<file path="src/rtl/pfd_pkg.sv">
package pfd_pkg;
  localparam int FIELD_W = 3;
  localparam int OFS_W   = 5;

  typedef struct packed {
    logic [FIELD_W-1:0] k;
    logic [OFS_W-1:0]   ofs;
    logic [FIELD_W-1:0] sh;
  } pfd_cfg_t;

  // Bound a field: codes above lim map to repl.
  function automatic logic [FIELD_W-1:0] bound_field(
      input logic [FIELD_W-1:0] v,
      input logic [FIELD_W-1:0] lim,
      input logic [FIELD_W-1:0] repl);
    return (v > lim) ? repl : v;
  endfunction
endpackage

</file>
<file path="src/rtl/pfd_cfg.sv">
module pfd_cfg
  import pfd_pkg::*;
#(
  parameter int KMAX  = 4,
  parameter int SHMAX = 4
) (
  input  logic       clk,
  input  logic       rst,
  input  logic       we,
  input  logic       sel,
  input  logic [7:0] wdata,
  output pfd_cfg_t   cfg,
  output logic       restart,
  output logic       err
);
  localparam logic [FIELD_W-1:0] KLIM  = FIELD_W'(KMAX);
  localparam logic [FIELD_W-1:0] SHLIM = FIELD_W'(SHMAX);

  logic [FIELD_W-1:0] k_new;
  logic [FIELD_W-1:0] sh_new;
  logic               sh_bad;

  always_comb begin
    k_new  = bound_field(wdata[FIELD_W-1:0], KLIM, KLIM);
    sh_new = bound_field(wdata[FIELD_W-1:0], SHLIM, '0);
    sh_bad = (wdata[FIELD_W-1:0] > SHLIM);
  end

  always_ff @(posedge clk) begin
    if (rst) begin
      cfg     <= '0;
      restart <= 1'b0;
      err     <= 1'b0;
    end else begin
      restart <= 1'b0;
      if (we && !sel) begin
        restart <= (k_new != cfg.k);
        cfg.k   <= k_new;
        cfg.ofs <= wdata[FIELD_W +: OFS_W];
      end
      if (we && sel) begin
        cfg.sh <= sh_new;
        if (sh_bad) err <= 1'b1;
      end
    end
  end

  assert_k_bound_R2: assert property (@(posedge clk) disable iff (rst)
    cfg.k <= KLIM);
  assert_shift_bound_R6: assert property (@(posedge clk) disable iff (rst)
    cfg.sh <= SHLIM);
  assert_err_sticky_R7: assert property (@(posedge clk) disable iff (rst)
    $past(err) |-> err);
endmodule

</file>
<file path="src/rtl/pfd_delay.sv">
module pfd_delay
  import pfd_pkg::*;
#(
  parameter int PW   = 16,
  parameter int KMAX = 4
) (
  input  logic               clk,
  input  logic               rst,
  input  logic               ph_valid,
  input  logic [PW-1:0]      ph_data,
  input  logic [FIELD_W-1:0] k,
  input  logic               restart,
  output logic               diff_v,
  output logic [PW-1:0]      diff_q
);
  localparam int DEPTH = 1 << KMAX;
  localparam int AW    = (KMAX < 1) ? 1 : KMAX;
  localparam int CW    = KMAX + 1;

  logic [PW-1:0] mem [DEPTH];
  logic [AW-1:0] wp;
  logic [CW-1:0] fill;
  logic [CW-1:0] span;
  logic [AW-1:0] rd_addr;
  logic [PW-1:0] old_ph;

  always_comb begin
    span    = CW'(1) << k;
    rd_addr = wp - AW'(span);
    old_ph  = mem[rd_addr];
  end

  // Storage kept free of reset so it maps to RAM.
  always_ff @(posedge clk) begin
    if (ph_valid) mem[wp] <= ph_data;
  end

  always_ff @(posedge clk) begin
    if (rst) begin
      wp     <= '0;
      fill   <= '0;
      diff_v <= 1'b0;
      diff_q <= '0;
    end else begin
      diff_v <= 1'b0;
      if (restart) begin
        fill <= '0;
      end else if (ph_valid) begin
        wp     <= wp + 1'b1;
        diff_v <= (fill >= span);
        diff_q <= ph_data - old_ph;
        if (fill < span) fill <= fill + 1'b1;
      end
    end
  end

  assert_idle_quiet_R8: assert property (@(posedge clk) disable iff (rst)
    !ph_valid |=> !diff_v);
  assert_restart_quiet_R4: assert property (@(posedge clk) disable iff (rst)
    restart |=> !diff_v);
  assert_fill_bound_R4: assert property (@(posedge clk) disable iff (rst)
    fill <= CW'(DEPTH));
endmodule

</file>
<file path="src/rtl/pfd_post.sv">
module pfd_post
  import pfd_pkg::*;
#(
  parameter int PW = 16
) (
  input  logic               clk,
  input  logic               rst,
  input  logic               in_v,
  input  logic [PW-1:0]      in_d,
  input  logic [OFS_W-1:0]   ofs,
  input  logic [FIELD_W-1:0] sh,
  output logic               out_v,
  output logic [PW-1:0]      out_d
);
  logic [OFS_W-1:0] top;
  logic [PW-1:0]    merged;
  logic [PW-1:0]    scaled;

  always_comb begin
    top    = in_d[PW-1 -: OFS_W] + ofs;
    merged = {top, in_d[PW-OFS_W-1:0]};
    scaled = merged << sh;
  end

  always_ff @(posedge clk) begin
    if (rst) begin
      out_v <= 1'b0;
      out_d <= '0;
    end else begin
      out_v <= in_v;
      if (in_v) out_d <= scaled;
    end
  end

  assert_latency_R3: assert property (@(posedge clk) disable iff (rst)
    out_v |-> $past(in_v));
  assert_zero_fill_R6: assert property (@(posedge clk) disable iff (rst)
    (out_v && $past(sh) != '0) |-> (out_d[0] == 1'b0));
endmodule

</file>
<file path="src/rtl/phase_freq_disc.sv">
module phase_freq_disc
  import pfd_pkg::*;
#(
  parameter int PW    = 16,
  parameter int KMAX  = 4,
  parameter int SHMAX = 4
) (
  input  logic          clk,
  input  logic          rst,
  input  logic          ph_valid,
  input  logic [PW-1:0] ph_data,
  input  logic          cfg_we,
  input  logic          cfg_sel,
  input  logic [7:0]    cfg_wdata,
  output logic          fe_valid,
  output logic [PW-1:0] fe_data,
  output logic          shift_err
);
  pfd_cfg_t      cfg;
  logic          restart;
  logic          diff_v;
  logic [PW-1:0] diff_q;

  pfd_cfg #(.KMAX(KMAX), .SHMAX(SHMAX)) u_cfg (
    .clk(clk), .rst(rst), .we(cfg_we), .sel(cfg_sel), .wdata(cfg_wdata),
    .cfg(cfg), .restart(restart), .err(shift_err)
  );

  pfd_delay #(.PW(PW), .KMAX(KMAX)) u_delay (
    .clk(clk), .rst(rst), .ph_valid(ph_valid), .ph_data(ph_data),
    .k(cfg.k), .restart(restart), .diff_v(diff_v), .diff_q(diff_q)
  );

  pfd_post #(.PW(PW)) u_post (
    .clk(clk), .rst(rst), .in_v(diff_v), .in_d(diff_q),
    .ofs(cfg.ofs), .sh(cfg.sh), .out_v(fe_valid), .out_d(fe_data)
  );

  assert_reset_state_R1: assert property (@(posedge clk)
    $past(rst) |-> (!fe_valid && !shift_err));
endmodule

</file>
<file path="config.mk">
export PLATFORM = sky130hd
export DESIGN_NAME = phase_freq_disc
export DESIGN_NICKNAME = d
export VERILOG_FILES = /design/src/rtl/pfd_pkg.sv /design/src/rtl/pfd_cfg.sv /design/src/rtl/pfd_delay.sv /design/src/rtl/pfd_post.sv /design/src/rtl/phase_freq_disc.sv
export SDC_FILE = /design/constraint.sdc
export NUM_CORES = 1
export LEC_CHECK = 0
export ABC_AREA = 1
export BUFFER_PORTS_ARGS = -buffer_cell sky130_fd_sc_hd__buf_2
export CELL_PAD_IN_SITES_DETAIL_PLACEMENT = 1
export CELL_PAD_IN_SITES_GLOBAL_PLACEMENT = 2
export CORE_UTILIZATION = 32
export DETAILED_ROUTE_END_ITERATION = 8
export PLACE_DENSITY = 0.62
export SYNTH_ARGS = -nofsm -noshare
export SYNTH_HDL_FRONTEND = slang
export SYNTH_SLANG_ARGS = --single-unit
export TNS_END_PERCENT = 50
</file>
<file path="constraint.sdc">
create_clock -name clk -period 7.7 [get_ports clk]
set_clock_uncertainty 0.15 [all_clocks]
set_input_delay 1.925 -clock clk [delete_from_list [all_inputs] [get_ports clk]]
set_output_delay 1.925 -clock clk [all_outputs]
set_load 0.02 [all_outputs]
</file>
==> results_dict.tcl <==
set metrics [dict create \
    die_x_um 209.6 \
    final.setup.tns_ps 0 \
    hold_ws_ps 314.9 \
    switching_power_w 0.001572 \
    place_hpwl_mm 24.15 \
    yosysWarnings 0 \
    synth-edff-count 256 \
    syn_area_um2 13800 \
    final_cell_mix "edfxtp_1, nand2_1, o21ai_0, nand3_1, nor2_1" \
    worst_slew_pin_slew_ps 939.1 \
    post-cts-setup-buffer-count 0 \
    clkSinkCount 312 \
    coreArea_um2 42230 \
    grt_pass1_wl_mm 62.02 \
    cts_made_buffers 38 \
    hold_violations 0 \
    top_level_ports 47 \
    grt_max_degree 81 \
    syn_avg_cell_area_um2 10.89 \
    p_leak_nw 5.774 \
    ys_types 47 \
    critPathKind "reg2reg" \
    route.detailed.drc 0 \
    vdd_ir_drop_max_mv 0.1709 \
    final_area_um2 15840 \
    slowest_delay_ps 1180 \
    clock_latency_ps 570 \
    antenna_found_initial 0 \
    place_congestion 0.7591 \
    cts_root_buf "clkbuf_16" \
    maxCapViolations 0 \
    vias_per_cell 5.099 \
    crit_chain "nor2_2, nand3_2, fa_2, clkinv_1, buf_4, nand3_1, nand3_1, o211ai_1, nand2_1, inv_1, ha_1, inv_1, fa_1, nand3_1, nand3_1, a21oi_1, o21ai_0, nand2_1, nand3_1, a21oi_1, o21ai_0, nand2_1, inv_1" \
    cpMostUsedCell "nand3_1" \
    ctsHoldBuffers 0 \
    period_needed_ps 5487 \
    syn_inst 1267 \
    fmax_mhz 182.3 \
    hp-start "u_post.out_d[3]" \
    seqPwrFrac 0.392 \
    final_common_cell "edfxtp_1" \
    r2r-start "u_cfg.cfg[8]" \
    dr.pass1.iters 4 \
    rsz0062_at_grt "false" \
    yosys.area.top_type "edfxtp_1" \
    swShare 0.3220 \
    grt-ovfl-total 0 \
    drive_gt1_frac 0.1170 \
    slew_headroom 0.3724 \
    min_path_type "reg2reg" \
    post-route-util 0.3751 \
    p_int_w 0.003309 \
    yosysSeqAreaShare 0.6385 \
    critPathSlowestCell "fa_2" \
    powerDensity_nw_per_um2 308.1 \
    synth-adder-area-share 0.03156 \
    drt_iter0_markers 500 \
    postRouteAntennaNets 0 \
    status "complete, no violations" \
    synthMuxAreaShare 0.002902 \
    routed_wl_mm 40.86 \
    cts.repair.resized 0 \
    critPathBufInv 5 \
    end_kind "flop" \
    synthTopCellsByArea "edfxtp_1, dfxtp_1, nand2_1, o21ai_0, nand3_1" \
    cp.required_ps 8000 \
    slew_viol_final 0 \
    placementRows 75 \
    htreeDepth 2 \
    clock_path_buffers 3 \
    grt_pass1_vias 9911 \
    vias 9545 \
    die_y_um 209.6 \
    placed_cell_area_um2 14620 \
    synth_top_area_share 0.5572 \
    synth_compound_area_frac 0.1198 \
    synth_nets 1329 \
    cp-startpoint "u_cfg.cfg[8]" \
    area_delta_synth_final_pct 14.83 \
    portBuffers 46 \
    synth_xor_area_frac 0.01614 \
    power.share.clock 0.365 \
    setup_viol 0 \
    antenna_cells 0 \
    synth_seq_cells 312 \
    synth_simple_gate_area_frac 0.1468 \
    nNetsFinal 1367 \
    cts_tree "done" \
    wire_per_inst_um 21.83 \
    dieArea_um2 43950 \
    synth_top_family_by_area "simple AND/OR/NAND/NOR gates" \
    worstSetupStartpointType "flop" \
    groute.usage.overall 0.1906 \
    cp_max_fo 34 \
    ys_async_sr_fraction 0 \
    combPwrFrac 0.243 \
    synthFlopType "edfxtp_1" \
    initial_core_util 0.3267 \
    clk_pin_slew_ps 60 \
    min_period_over_period 0.7126 \
    path_delay_family "adder cells" \
    arrival_ps 5790 \
    power_w 0.004881 \
]
## kinds of logic after synthesis
family,Yosys count
and+or+nand+nor,482
DFF,312
AOI/OAI and AO/OA,272
buffers and inverters,145
adders and majority gates,33
xor gates and xnor gates,19
muxes,4
## area by class of cell
class / instances / area, µm²
timing repair buffer: 62 / 350.3
tap: 539 / 674.4
clock inverter: 17 / 148.9
multi-input combinational: 810 / 4479
inverter: 81 / 305.3
fill: 4598 / 26390
sequential: 312 / 8808
clock buffer: 51 / 1075
## worst min-delay path: stages (launching register included)
cell,delay [ps]
dfxtp_1,310
nand2_1,60
a21oi_1,50
## flip-flops by register name (all words and copies together) (netlist names)
name            flops
u_delay.fill        5
u_post.out_v        1
u_delay.mem       256
u_delay.diff_v      1
u_cfg.err           1
u_cfg.cfg          11
u_delay.wp          4
u_post.out_d       16
u_delay.diff_q     16
u_cfg.restart       1
## per-stage QoR
stage	setup slack (ps)	instances
3_3_place_gp	2275	1804
3_5_place_dp	2191	1804
4_1_cts	2182	1872
6_report	2213	1872
5_1_grt	1676	1872
2_1_floorplan	3673	1267
## layer usage
metal | share of wire | wire length, µm | GRT usage
met1 | 0.49 | 19890 | 0.2670
met2 | 0.46 | 19000 | 0.3078
met3 | 0.029 | 1175 | 0.02454
met4 | 0.020 | 798 | 0.05714
met5 | 0 | 0 | 0
## worst paths after layout
check | end | slack [ps] | depth (start not counted)
min reg2reg | u_post.out_d[3] | 310 | 2
max reg2reg | u_delay.diff_q[14] | 2210 | 23
min | u_post.out_d[3] | 310 | 2
max | u_delay.diff_q[14] | 2210 | 23
## cell usage after synthesis (4+ instances only)
cell type and number:
o21ai_1 4, a21oi_1 64, xnor2_1 7, clkinv_1 4, o221ai_1 14, nand2_1 248
o21ai_0 110, ha_1 30, or2_2 5, inv_1 74, nor2_1 106, a32o_1 18
nor3_1 9, buf_4 10, nand3_1 98, nand3_2 4, dfxtp_1 56, mux2i_1 4
o2bb2ai_1 5, edfxtp_1 256, o22ai_1 11, o211ai_1 32, xor2_1 9, clkbuf_1 34
buf_2 17
## power by group through the flow
stage	combinational [W]	clock, W	sequential, W
6_report	0.00118	0.00178	0.00191
5_1_grt	0.00132	0.00189	0.00192
4_1_cts	0.00120	0.00183	0.00191
3_5_place_dp	0.00119	0	0.00195
3_3_place_gp	0.00119	0	0.00195
2_1_floorplan	0.000803	0	0.00194
Power figures use the tool's default switching activity.
